$ cat src/rtl/rg_pkg.sv
// Package: shared constants, mode codes and record type for the render gate.
// Assumes 32-bit record words, byte addressing and four words per record.
package rg_pkg;
    localparam int RG_WORD_W    = 32;
    localparam int RG_REC_WORDS = 4;
    localparam int RG_MODE_W    = 3;
    localparam int RG_STRIDE    = RG_WORD_W / 8;

    // Word positions inside the fetched record (fetch order)
    localparam int RG_IDX_INIT_SEQ = 0;
    localparam int RG_IDX_INIT_TAG = 1;
    localparam int RG_IDX_CUR_SEQ  = 2;
    localparam int RG_IDX_CUR_TAG  = 3;

    typedef enum logic [RG_MODE_W-1:0] {
        RG_FORCE_OFF = 3'd0,
        RG_FORCE_ON  = 3'd1,
        RG_NONZERO   = 3'd2,
        RG_SAME      = 3'd3,
        RG_CHANGED   = 3'd4
    } rg_mode_e;

    typedef logic [RG_REC_WORDS-1:0][RG_WORD_W-1:0] rg_rec_t;

    // True for the modes that need the record from memory
    function automatic logic rg_needs_fetch(input logic [RG_MODE_W-1:0] m);
        return (m == RG_NONZERO) || (m == RG_SAME) || (m == RG_CHANGED);
    endfunction
endpackage

$ cat src/rtl/rg_hold.sv
// Module: one-deep slot for mode writes.
// A new write always overwrites the slot (latest wins); 'take' empties it
// unless a write lands in the same cycle. Assumes the consumer samples the
// slot contents in the cycle it asserts 'take'.
module rg_hold
    import rg_pkg::*;
#(
    parameter int ADDR_W = 32
) (
    input  logic                 clk,
    input  logic                 rst_n,
    input  logic                 wr,
    input  logic [RG_MODE_W-1:0] wr_mode,
    input  logic [ADDR_W-1:0]    wr_addr,
    input  logic                 take,
    output logic                 valid,
    output logic [RG_MODE_W-1:0] mode,
    output logic [ADDR_W-1:0]    addr
);
    // Slot register: load on write, clear on take
    always_ff @(posedge clk) begin
        if (!rst_n) begin
            valid <= 1'b0;
            mode  <= '0;
            addr  <= '0;
        end else if (wr) begin
            valid <= 1'b1;
            mode  <= wr_mode;
            addr  <= wr_addr;
        end else if (take) begin
            valid <= 1'b0;
        end
    end
endmodule

$ cat src/rtl/rg_fetch.sv
// Module: sequential record reader.
// Issues RG_REC_WORDS reads, one outstanding at a time, at consecutive word
// addresses from the start address. Assumes one response per accepted request.
// 'rec' shows the stored words with the word arriving this cycle bypassed in,
// so it is complete in the cycle 'rec_done' is high.
module rg_fetch
    import rg_pkg::*;
#(
    parameter int ADDR_W = 32
) (
    input  logic                 clk,
    input  logic                 rst_n,
    input  logic                 start,
    input  logic [ADDR_W-1:0]    start_addr,
    output logic                 req_valid,
    input  logic                 req_ready,
    output logic [ADDR_W-1:0]    req_addr,
    input  logic                 rsp_valid,
    input  logic [RG_WORD_W-1:0] rsp_data,
    output logic                 busy,
    output logic                 rec_done,
    output rg_rec_t              rec
);
    localparam int IDX_W = $clog2(RG_REC_WORDS);
    localparam logic [IDX_W-1:0] LAST_IDX = IDX_W'(RG_REC_WORDS - 1);

    typedef enum logic [1:0] {F_IDLE, F_ASK, F_WAIT} fstate_e;

    fstate_e          state;
    logic [IDX_W-1:0] idx;
    logic [ADDR_W-1:0] base;
    rg_rec_t          store;
    logic             rsp_take;

    assign rsp_take  = (state == F_WAIT) && rsp_valid;
    assign req_valid = (state == F_ASK);
    assign req_addr  = base + ADDR_W'(idx) * ADDR_W'(RG_STRIDE);
    assign busy      = (state != F_IDLE);
    assign rec_done  = rsp_take && (idx == LAST_IDX);

    // Record view with the arriving word bypassed into its slot
    for (genvar g = 0; g < RG_REC_WORDS; g++) begin : g_view
        assign rec[g] = (rsp_take && idx == IDX_W'(g)) ? rsp_data : store[g];
    end

    // Sequencer: ask, wait for data, advance index or finish
    always_ff @(posedge clk) begin
        if (!rst_n) begin
            state <= F_IDLE;
            idx   <= '0;
            base  <= '0;
        end else begin
            case (state)
                F_IDLE: if (start) begin
                    state <= F_ASK;
                    idx   <= '0;
                    base  <= start_addr;
                end
                F_ASK: if (req_ready) state <= F_WAIT;
                F_WAIT: if (rsp_valid) begin
                    if (idx == LAST_IDX) begin
                        state <= F_IDLE;
                    end else begin
                        idx   <= idx + 1'b1;
                        state <= F_ASK;
                    end
                end
                default: state <= F_IDLE;
            endcase
        end
    end

    // Word storage: capture each arriving word at its index
    always_ff @(posedge clk) begin
        if (!rst_n) begin
            store <= '0;
        end else if (rsp_take) begin
            store[idx] <= rsp_data;
        end
    end
endmodule

$ cat src/rtl/rg_decide.sv
// Module: combinational enable decision from a mode and a compare record.
// Assumes 'rec' is complete whenever a fetching mode is presented.
module rg_decide
    import rg_pkg::*;
(
    input  logic [RG_MODE_W-1:0] mode,
    input  rg_rec_t              rec,
    output logic                 en
);
    logic seq_eq, tag_eq, start_nz;

    assign seq_eq   = (rec[RG_IDX_INIT_SEQ] == rec[RG_IDX_CUR_SEQ]);
    assign tag_eq   = (rec[RG_IDX_INIT_TAG] == rec[RG_IDX_CUR_TAG]);
    assign start_nz = (rec[RG_IDX_INIT_SEQ] != '0) && (rec[RG_IDX_INIT_TAG] != '0);

    // Mode table; undefined codes fall back to enabled
    always_comb begin
        case (mode)
            RG_FORCE_OFF: en = 1'b0;
            RG_FORCE_ON:  en = 1'b1;
            RG_NONZERO:   en = start_nz;
            RG_SAME:      en = seq_eq && tag_eq;
            RG_CHANGED:   en = !seq_eq || !tag_eq;
            default:      en = 1'b1;
        endcase
    end
endmodule

$ cat src/rtl/render_gate.sv
// Module: conditional render gate top.
// Accepts mode writes into a hold slot, resolves constant modes in one
// cycle and fetches the compare record for the others. It latches the result
// in exec_en with a one-cycle eval_done pulse. Assumes a well-behaved read
// port (one response per accepted request).
module render_gate
    import rg_pkg::*;
#(
    parameter int ADDR_W = 32
) (
    input  logic                 clk,
    input  logic                 rst_n,
    input  logic                 mode_wr,
    input  logic [RG_MODE_W-1:0] mode_sel,
    input  logic [ADDR_W-1:0]    rec_base,
    output logic                 rd_req_valid,
    input  logic                 rd_req_ready,
    output logic [ADDR_W-1:0]    rd_req_addr,
    input  logic                 rd_rsp_valid,
    input  logic [RG_WORD_W-1:0] rd_rsp_data,
    output logic                 exec_en,
    output logic                 busy,
    output logic                 eval_done
);
    logic                 slot_valid;
    logic [RG_MODE_W-1:0] slot_mode;
    logic [ADDR_W-1:0]    slot_addr;
    logic                 take, take_mem, take_const;
    logic                 fetch_busy, rec_done;
    rg_rec_t              rec;
    logic [RG_MODE_W-1:0] cur_mode;
    logic [RG_MODE_W-1:0] dec_mode;
    logic                 dec_en;

    assign take       = slot_valid && !fetch_busy;
    assign take_mem   = take && rg_needs_fetch(slot_mode);
    assign take_const = take && !rg_needs_fetch(slot_mode);
    assign dec_mode   = rec_done ? cur_mode : slot_mode;
    assign busy       = fetch_busy;

    rg_hold #(.ADDR_W(ADDR_W)) u_hold (
        .clk     (clk),
        .rst_n   (rst_n),
        .wr      (mode_wr),
        .wr_mode (mode_sel),
        .wr_addr (rec_base),
        .take    (take),
        .valid   (slot_valid),
        .mode    (slot_mode),
        .addr    (slot_addr)
    );

    rg_fetch #(.ADDR_W(ADDR_W)) u_fetch (
        .clk        (clk),
        .rst_n      (rst_n),
        .start      (take_mem),
        .start_addr (slot_addr),
        .req_valid  (rd_req_valid),
        .req_ready  (rd_req_ready),
        .req_addr   (rd_req_addr),
        .rsp_valid  (rd_rsp_valid),
        .rsp_data   (rd_rsp_data),
        .busy       (fetch_busy),
        .rec_done   (rec_done),
        .rec        (rec)
    );

    rg_decide u_decide (
        .mode (dec_mode),
        .rec  (rec),
        .en   (dec_en)
    );

    // Remember which fetching mode is in progress
    always_ff @(posedge clk) begin
        if (!rst_n) begin
            cur_mode <= '0;
        end else if (take_mem) begin
            cur_mode <= slot_mode;
        end
    end

    // Result latch and completion pulse
    always_ff @(posedge clk) begin
        if (!rst_n) begin
            exec_en   <= 1'b1;
            eval_done <= 1'b0;
        end else begin
            eval_done <= take_const || rec_done;
            if (take_const || rec_done) exec_en <= dec_en;
        end
    end
endmodule

$ cat config.mk
export PLATFORM = sky130hd
export DESIGN_NAME = render_gate
export DESIGN_NICKNAME = d
export VERILOG_FILES = /design/src/rtl/rg_pkg.sv /design/src/rtl/rg_hold.sv /design/src/rtl/rg_fetch.sv /design/src/rtl/rg_decide.sv /design/src/rtl/render_gate.sv
export SDC_FILE = /design/constraint.sdc
export NUM_CORES = 1
export LEC_CHECK = 0
export BUFFER_PORTS_ARGS = -buffer_cell sky130_fd_sc_hd__clkbuf_2
export CAP_MARGIN = 30
export CELL_PAD_IN_SITES_DETAIL_PLACEMENT = 0
export CELL_PAD_IN_SITES_GLOBAL_PLACEMENT = 1
export CORE_UTILIZATION = 45
export DETAILED_ROUTE_END_ITERATION = 8
export PLACE_DENSITY_LB_ADDON = 0.08
export SLEW_MARGIN = 5
export SYNTH_ARGS = -nofsm -noshare
export SYNTH_HDL_FRONTEND = slang
export SYNTH_SLANG_ARGS = --single-unit
$ cat constraint.sdc
create_clock -name clk -period 6.6 [get_ports clk]
set_input_delay 1.32 -clock clk [delete_from_list [all_inputs] [get_ports clk]]
set_output_delay 1.32 -clock clk [all_outputs]
set_load 0.05 [all_outputs]
==> results.md, run 1 <==
- Vias in the first global route: 10600
- Final Cycle Share: 0.736
- Cells after synthesis: roughly 1600
- CP Capture Type: output port
- CTS Sinks: about 200
- DR vias: between 10000 and 15000
- Flop-to-flop setup slack: 2.28 ns
- Area grow syn2layout: 11.6%
- Worst path slowest cell: dfxtp_1
- Post-synthesis register bit count: 205
- MaxCap Viol Count: 0
- Syn_area_per_cell: 7.63 µm²
- Critical path required time: 5.28 ns
- Post-synth top flop: dfxtp_1
- Top-area cell type share of the netlist area: 0.340
- Relative max-transition margin: 0.441
- Crit start category: flip-flop
- Global placer's final weighted congestion: 0.907
- I/O Buffers: 107
- Initial antenna violation count: 0
- CTS resizes: 0
- Area contributors post-synth: dfxtp_1, nand2_1, a21boi_0
- CP peak stage delay: 0.42 ns
- Slew Viols, Final: 0
- Setup_tns: 0 ns
- Reg clk slew, reported paths: 0.06 ns
- First-pass GRT wire length: 60400 µm
- Later-pin clock latency in the skew report: 0.54 ns
- Share of post-route cells with drive strength above 1: 0.107
- Hold_buf cts: 0
- Setup bufs post-CTS: 0
- Final hold vios: 0
- CP max FO: 5
- Final nets: 1679
- PD cells: 216 nW/µm²
- Post-Syn Area: 12100 µm²
- Netlist cell types: about 70
- Sequential area share after synthesis: 0.340
- Synth Net Count: 1662
- Largest net degree at the start of global routing: 116
- Vias/cell: 5.86
- Worst-Margin Slew: around 0.84 ns
- CTS buffer count: 24
- Hold WC Path Type: reg -> reg
- TritonCTS clock tree: done
- # DRC: 8
- Highest Clock Rate: 206 MHz
- Worst Path Arrival: 3.54 ns
- Clock Skews: 0.0127 ns
- Family with the most delay on the worst path: simple AND/OR/NAND/NOR gates
- Hold Path Depth: 2
- Setup violators final: 0
- Total chip power: roughly 0.0029 W
- WL/cell: 19.8 µm
- VDD IR max: 0.188 mV
- Worst reg2reg path endpoint: exec_en
- Hold Crit Start: u_hold.addr[0]
- Buf/Inv on CP: 2
- Hold path endpoint: u_fetch.base[0]
- Final wirelength: 38500 µm
- R2R depth: 11
- Leakage: 4.92 nW
- Cells along the critical path: ha_1 > inv_1 > fa_1 > or2_2 > nor2_1 > and2_1 > nor2b_1 > and4_1 > nand2_1 > xnor2_1 > clkbuf_2
- GRT Overall Usage: 0.274
- I/O pin count: 108
- HPWL Detailed: 26200 µm
- Final core utilization: 0.514
- H-Tree Depth: 1
- Antenna-violating nets left: 0
- Initial Utilization: 0.461
- Root Driver: clkbuf_16
- Final hold slack: between 0.4 and 0.5 ns
- Die width: 166 µm
- Diode count: 0
- Longest Clk Path Bufs: 3
- Minimum clock period: 4.86 ns
- Die area: roughly 28000 µm²
- Rows: 59
- Starting DRT DRC Count: 966
- Area leader, netlist: dfxtp_1
- DR pass1 iterations: 7
- Yosys Warn Count: 0
- GRT overflow: 0
- Die H: 166 µm
- Outcome: complete, but fails checks
- Post-synth EDFFs: 0
- Violated checks: design-rule violations
- Critical path class: reg -> out
- Worst R2R Start: u_fetch.idx[0]
- Ys async rst share: 0
- Core Region: 26200 µm²
- RSZ-0062 raised after global routing: no
[layer usage]
layer	vias to the layer above	GRT usage	part of all wire
met5	-	0	0
met4	0	0.110	0.039
met3	86	0.0512	0.069
met2	400	0.428	0.43
met1	5364	0.374	0.46
li1	5580	-	-
[cell type report]
| cell class | instances | area [µm²] |
|---|---|---|
| clock inverters | 9 | 181 |
| multi-input cells | 1201 | 7270 |
| repair buffers | 126 | 701 |
| inverters | 42 | 158 |
| clock buffers | 31 | 647 |
| well taps | 335 | 419 |
| fillers | 2583 | 12700 |
| flip-flops and latches | 205 | 4100 |
[cells by family (layout without fill, tap and decap cells)]
| family | after synthesis | after routing | synth area share |
|---|---|---|---|
| AND/OR/NAND/NOR | 657 | 657 | 0.252 |
| AO/OA/AOI/OAI | 416 | 416 | 0.249 |
| flip-flops | 205 | 205 | 0.340 |
| buffers and inverters | 177 | 208 | 0.0590 |
| XOR/XNOR | 82 | 82 | 0.0594 |
| multiplexers | 39 | 39 | 0.0325 |
| adder cells (fa/ha/maj) | 7 | 7 | 0.00787 |
[worst register-to-register path, cell delays in order, from the launching register on]
cell and delay (ns):
dfxtp_1 0.42, ha_1 0.43, and4b_2 0.84, buf_4 0.46, o21ai_0 0.14, a31oi_1 0.19, o22ai_1 0.12, nor4_1 0.41
nand4_1 0.14, or4b_1 0.54, o2111a_1 0.28, a211o_1 0.26
[through the flow]
stage / std cells / setup slack (ns) / instance area [µm²]
detailed placement: 1908 / 1.63 / 12600
global placement: 1908 / 1.67 / 12600
CTS: 1948 / 1.67 / 13500
finish: 1949 / 1.74 / 13500
global route: 1949 / 1.45 / 13500
floorplan: 1583 / 2.30 / 12100
[worst max path at each step]
| stage | start | endpoint | slack [ns] | depth (start not counted) |
|---|---|---|---|---|
| 2_1_floorplan | u_fetch.idx[0] | rd_req_addr[28] | 2.30 | 10 |
| 3_3_place_gp | rd_rsp_valid | exec_en | 1.67 | 11 |
| 3_5_place_dp | rd_rsp_valid | exec_en | 1.63 | 11 |
| 4_1_cts | u_fetch.idx[0] | rd_req_addr[28] | 1.67 | 11 |
| 5_1_grt | u_fetch.idx[0] | rd_req_addr[24] | 1.45 | 11 |
| 6_report | u_fetch.idx[0] | rd_req_addr[28] | 1.74 | 11 |
[where the power goes]
| group | switching, W | internal [W] | total [W] |
|---|---|---|---|
| Combinational | 0.000134 | 0.0000775 | 0.000211 |
| Sequential | 0.0000148 | 0.00126 | 0.00127 |
| Clock | 0.000550 | 0.000882 | 0.00143 |
| Total | 0.000698 | 0.00222 | 0.00291 |
[cells in the mapped netlist, drive strengths merged (8+ instances only)]
master / count
nand2: 375
dfxtp: 205
a21boi: 164
clkbuf: 90
nor2: 50
nor2b: 50
xnor2: 49
a21oi: 45
buf: 45
inv: 42
o21ai: 41
mux2i: 37
nor3: 36
xor2: 33
nor4: 32
nand3: 30
o22ai: 25
a22oi: 20
o221ai: 18
nand4: 16
a31oi: 15
nand2b: 14
a221o: 13
a32oi: 13
a221oi: 9
and3: 9
o22a: 9
or3: 8
[layout by cell type (no fill, tap or decap), types with 9 or more instances in the layout]
master     instances
a21boi_0         164
a21oi_1           45
a221o_1           13
a221oi_1           9
a22oi_1           20
a31oi_1           15
a32oi_1           13
and3_1             9
buf_4             19
clkbuf_16         24
clkbuf_2         106
dfxtp_1          205
inv_1             40
mux2i_1           37
nand2_1          374
nand2b_1          14
nand3_1           30
nand4_1           16
nor2_1            49
nor2b_1           50
nor3_1            36
nor4_1            32
o21ai_0           41
o221ai_1          18
o22a_1             9
o22ai_1           25
xnor2_1           49
xor2_1            33
[flip-flops by register name, indices dropped and copies added, names as in the netlist]
name	cells
u_fetch.store	128
u_hold.mode	3
exec_en	1
eval_done	1
u_fetch.base	32
u_fetch.idx	2
u_fetch.state	2
cur_mode	3
u_hold.valid	1
u_hold.addr	32
(Power assumes the default switching activity.)
==> run 2, diff against run 1 <==
- CORE_UTILIZATION: 45 -> 40
- clock period: 6.6 -> 3.9 ns (I/O delays scaled with it)
==> run 2 against run 1 <==
  * The run now ends clean
  * Cell area up 4.9%
  * Count of clock-buffer cells in the layout grew 6
  * Wire length increased by 11%
  * Combinational power increased by 78%
  * Highest routed layer unchanged
==> results.md, run 2 (synthesized netlist as in run 1, its figures left out) <==
- Initial Utilization: 0.407 (-0.0545)
- Crit. Startpoint: u_fetch.idx[0]
- Final hold vios: 0 (unchanged)
- Psw: 0.00125 W (+79%)
- Final nets: 1736 (+3.4%)
- VDD IR max: 0.346 mV (+84%)
- Root Driver: clkbuf_16
- Setup_tns: 0 ns (unchanged)
- Diode count: 0 (unchanged)
- CTS buffer count: 26 (+8.3%)
- Clock Skews: 0.0174 ns (+0.00473 ns)
- Die H: 176 µm (+6.0%)
- Pint: 0.00363 W (+64%)
- Area grow syn2layout: 17.0%
- Vias in the first global route: 11100 (+5.1%)
- CP max FO: 5 (unchanged)
- # DRC: 0 (-8)
- Outcome: finished, final reports clean
- Share of post-route cells with drive strength above 1: 0.147 (+0.0401)
- First-pass GRT wire length: 65800 µm (+8.9%)
- HPWL Detailed: 30300 µm (+16%)
- CP peak stage delay: 0.37 ns (-0.05 ns)
- CP Capture Type: output port
- H-Tree Depth: 1 (unchanged)
- Worst R2R Start: u_fetch.idx[1]
- MaxCap Viol Count: 0 (unchanged)
- Max reg flops: 128 (unchanged)
- Placed inst area: 13200 µm² (+4.6%)
- Most frequent cells in the layout: nand2_1, dfxtp_1, a21boi_0, clkbuf_2, buf_4
- Die area: 30900 µm² (+12%)
- Die width: 176 µm (+6.0%)
- Starting DRT DRC Count: 1060 (+9.7%)
- Final hold slack: 0.463 ns (+0.00212 ns)
- Final Cycle Share: 0.952
- Relative max-transition margin: 0.312 (-0.130)
- Setup violators final: 0 (unchanged)
- Longest Clk Path Bufs: 3 (unchanged)
- I/O pin count: 108 (unchanged)
- DR vias: 11700 (+2.7%)
- Slew Viols, Final: 0 (unchanged)
- DR pass1 iterations: 6 (-1)
- Later-pin clock latency in the skew report: 0.55 ns (about the same)
- TritonCTS clock tree: done
- Crit start category: flip-flop
- Worst path slowest cell: dfxtp_4
- Hold WC Path Type: reg -> reg
- Global placer's final weighted congestion: 0.906 (-0.13%)
- Hold Crit Start: u_hold.addr[5]
- Worst Path Arrival: 2.93 ns (-0.61 ns)
- Critical path required time: 3.12 ns (-2.16 ns)
- Family with the most delay on the worst path: simple AND/OR/NAND/NOR gates
- Buf/Inv on CP: 2 (unchanged)
- GRT Overall Usage: 0.274 (-0.000360)
- Pre-CTS WS: 0.0488 ns (-1.58 ns)
- RSZ-0062 raised after global routing: no
- Sw Share: 0.256 (+0.0165)
- Logic gate share of total power: 0.077 (+0.005)
- Final wirelength: 42700 µm (+11%)
- Worst-Margin Slew: 1.02 ns (+0.185 ns)
- Core Region: 29700 µm² (+13%)
- Filler cells: 3038 (+18%)
- PD cells: 345 nW/µm² (+60%)
- Most common cell after layout, fill and taps aside: nand2_1
- GRT overflow: 0 (unchanged)
- Rows: 63 (+6.8%)
- I/O Buffers: 107 (unchanged)
- Most flop-heavy register: u_fetch.store
- Reg clk slew, reported paths: 0.06 ns (about the same)
- Initial antenna violation count: 0 (unchanged)
- Highest Clock Rate: 269 MHz
- Largest net degree at the start of global routing: 84 (-28%)
- Antenna-violating nets left: 0 (unchanged)
- Finished layout cell area: 14100 µm² (+4.9%)
- Regs by FF count: u_fetch.store: 128 flops, u_fetch.base: 32 flops, u_hold.addr: 32 flops
- Setup ws final: 0.187 ns (-1.56 ns)
- WL/cell: 20.6 µm (+4.4%)
- Clock Power Share: 0.483 (-0.008)
- Critical path class: reg -> out
- Minimum clock period: around 3.7 ns
- CTS Sinks: 205 (unchanged)
- Vias/cell: 5.68 (-3.2%)
- Leakage: 5.23 nW (+6.3%)
- Cells along the critical path: ha_1 > inv_1 > fa_2 > or2_4 > nor2_4 > and2_4 > nor2b_4 > and4_1 > nand2_1 > xnor2_1 > clkbuf_8
- Flop pwr share: 0.440 (+0.004)
[run 2: changes by cell type in the layout (fill, tap and decap cells not counted), sizes merged]
cell      before  now
bufinv         5    1
buf           20   78
clkinv         4    7
inv           42   43
clkbuf       137  140
clkinvlp       0    2
[run 2: timing repair]
| action | in CTS | in global routing |
|---|---|---|
| setup endpoints to repair | 7 | 10 |
| buffers inserted | 0 | 1 |
| gates resized for setup | 15 | 17 |
| gates cloned | 0 | 0 |
| hold buffers | 0 | 0 |
| pin swaps | 0 | 3 |
[run 2: worst min-delay path: stages, from the launching register on]
cell      delay [ns]
dfxtp_1         0.31
nand2_1         0.05
a21boi_0        0.06
[run 2: layout make-up]
class,instances,area (µm²),share of cell area
multi-input combinational,1201,7330,0.518
sequential,205,4110,0.291
timing repair buffer,181,1220,0.0863
clock buffer,37,722,0.0511
tap,390,488,0.0345
inverter,42,158,0.0111
clock inverter,11,114,0.00805
[run 2: per-layer routing]
metal	part of all wire	GRT usage	wire length, µm	up-vias
met5	0	0	0	-
met4	0.042	0.117	1800	0
met3	0.061	0.0481	2600	79
met2	0.44	0.429	18800	401
met1	0.46	0.369	19500	5552
li1	-	-	-	5705
[run 2: power groups by stage]
stage	logic, W	registers (W)	clock network [W]
after floorplan	0.000231	0.00219	0
after global placement	0.000371	0.00219	0
after detailed placement	0.000375	0.00220	0
after CTS	0.000377	0.00215	0.00241
after global routing	0.000404	0.00215	0.00250
final	0.000376	0.00215	0.00236
[run 2: final timing paths]
check / to / slack, ns / depth (start not counted)
hold / removal: u_fetch.base[5] / 0.46 / 2
setup reg to reg: exec_en / 0.26 / 13
setup / recovery: rd_req_addr[24] / 0.19 / 11
hold reg to reg: u_fetch.base[5] / 0.46 / 2
[run 2: metrics by stage]
stage,cells,total power [W],utilization
final,2067,0.00488,0.476
after global routing,2067,0.00505,0.476
after CTS,2066,0.00494,0.474
after detailed placement,2018,0.00257,0.444
after global placement,2017,0.00257,0.443
after floorplan,1583,0.00242,-
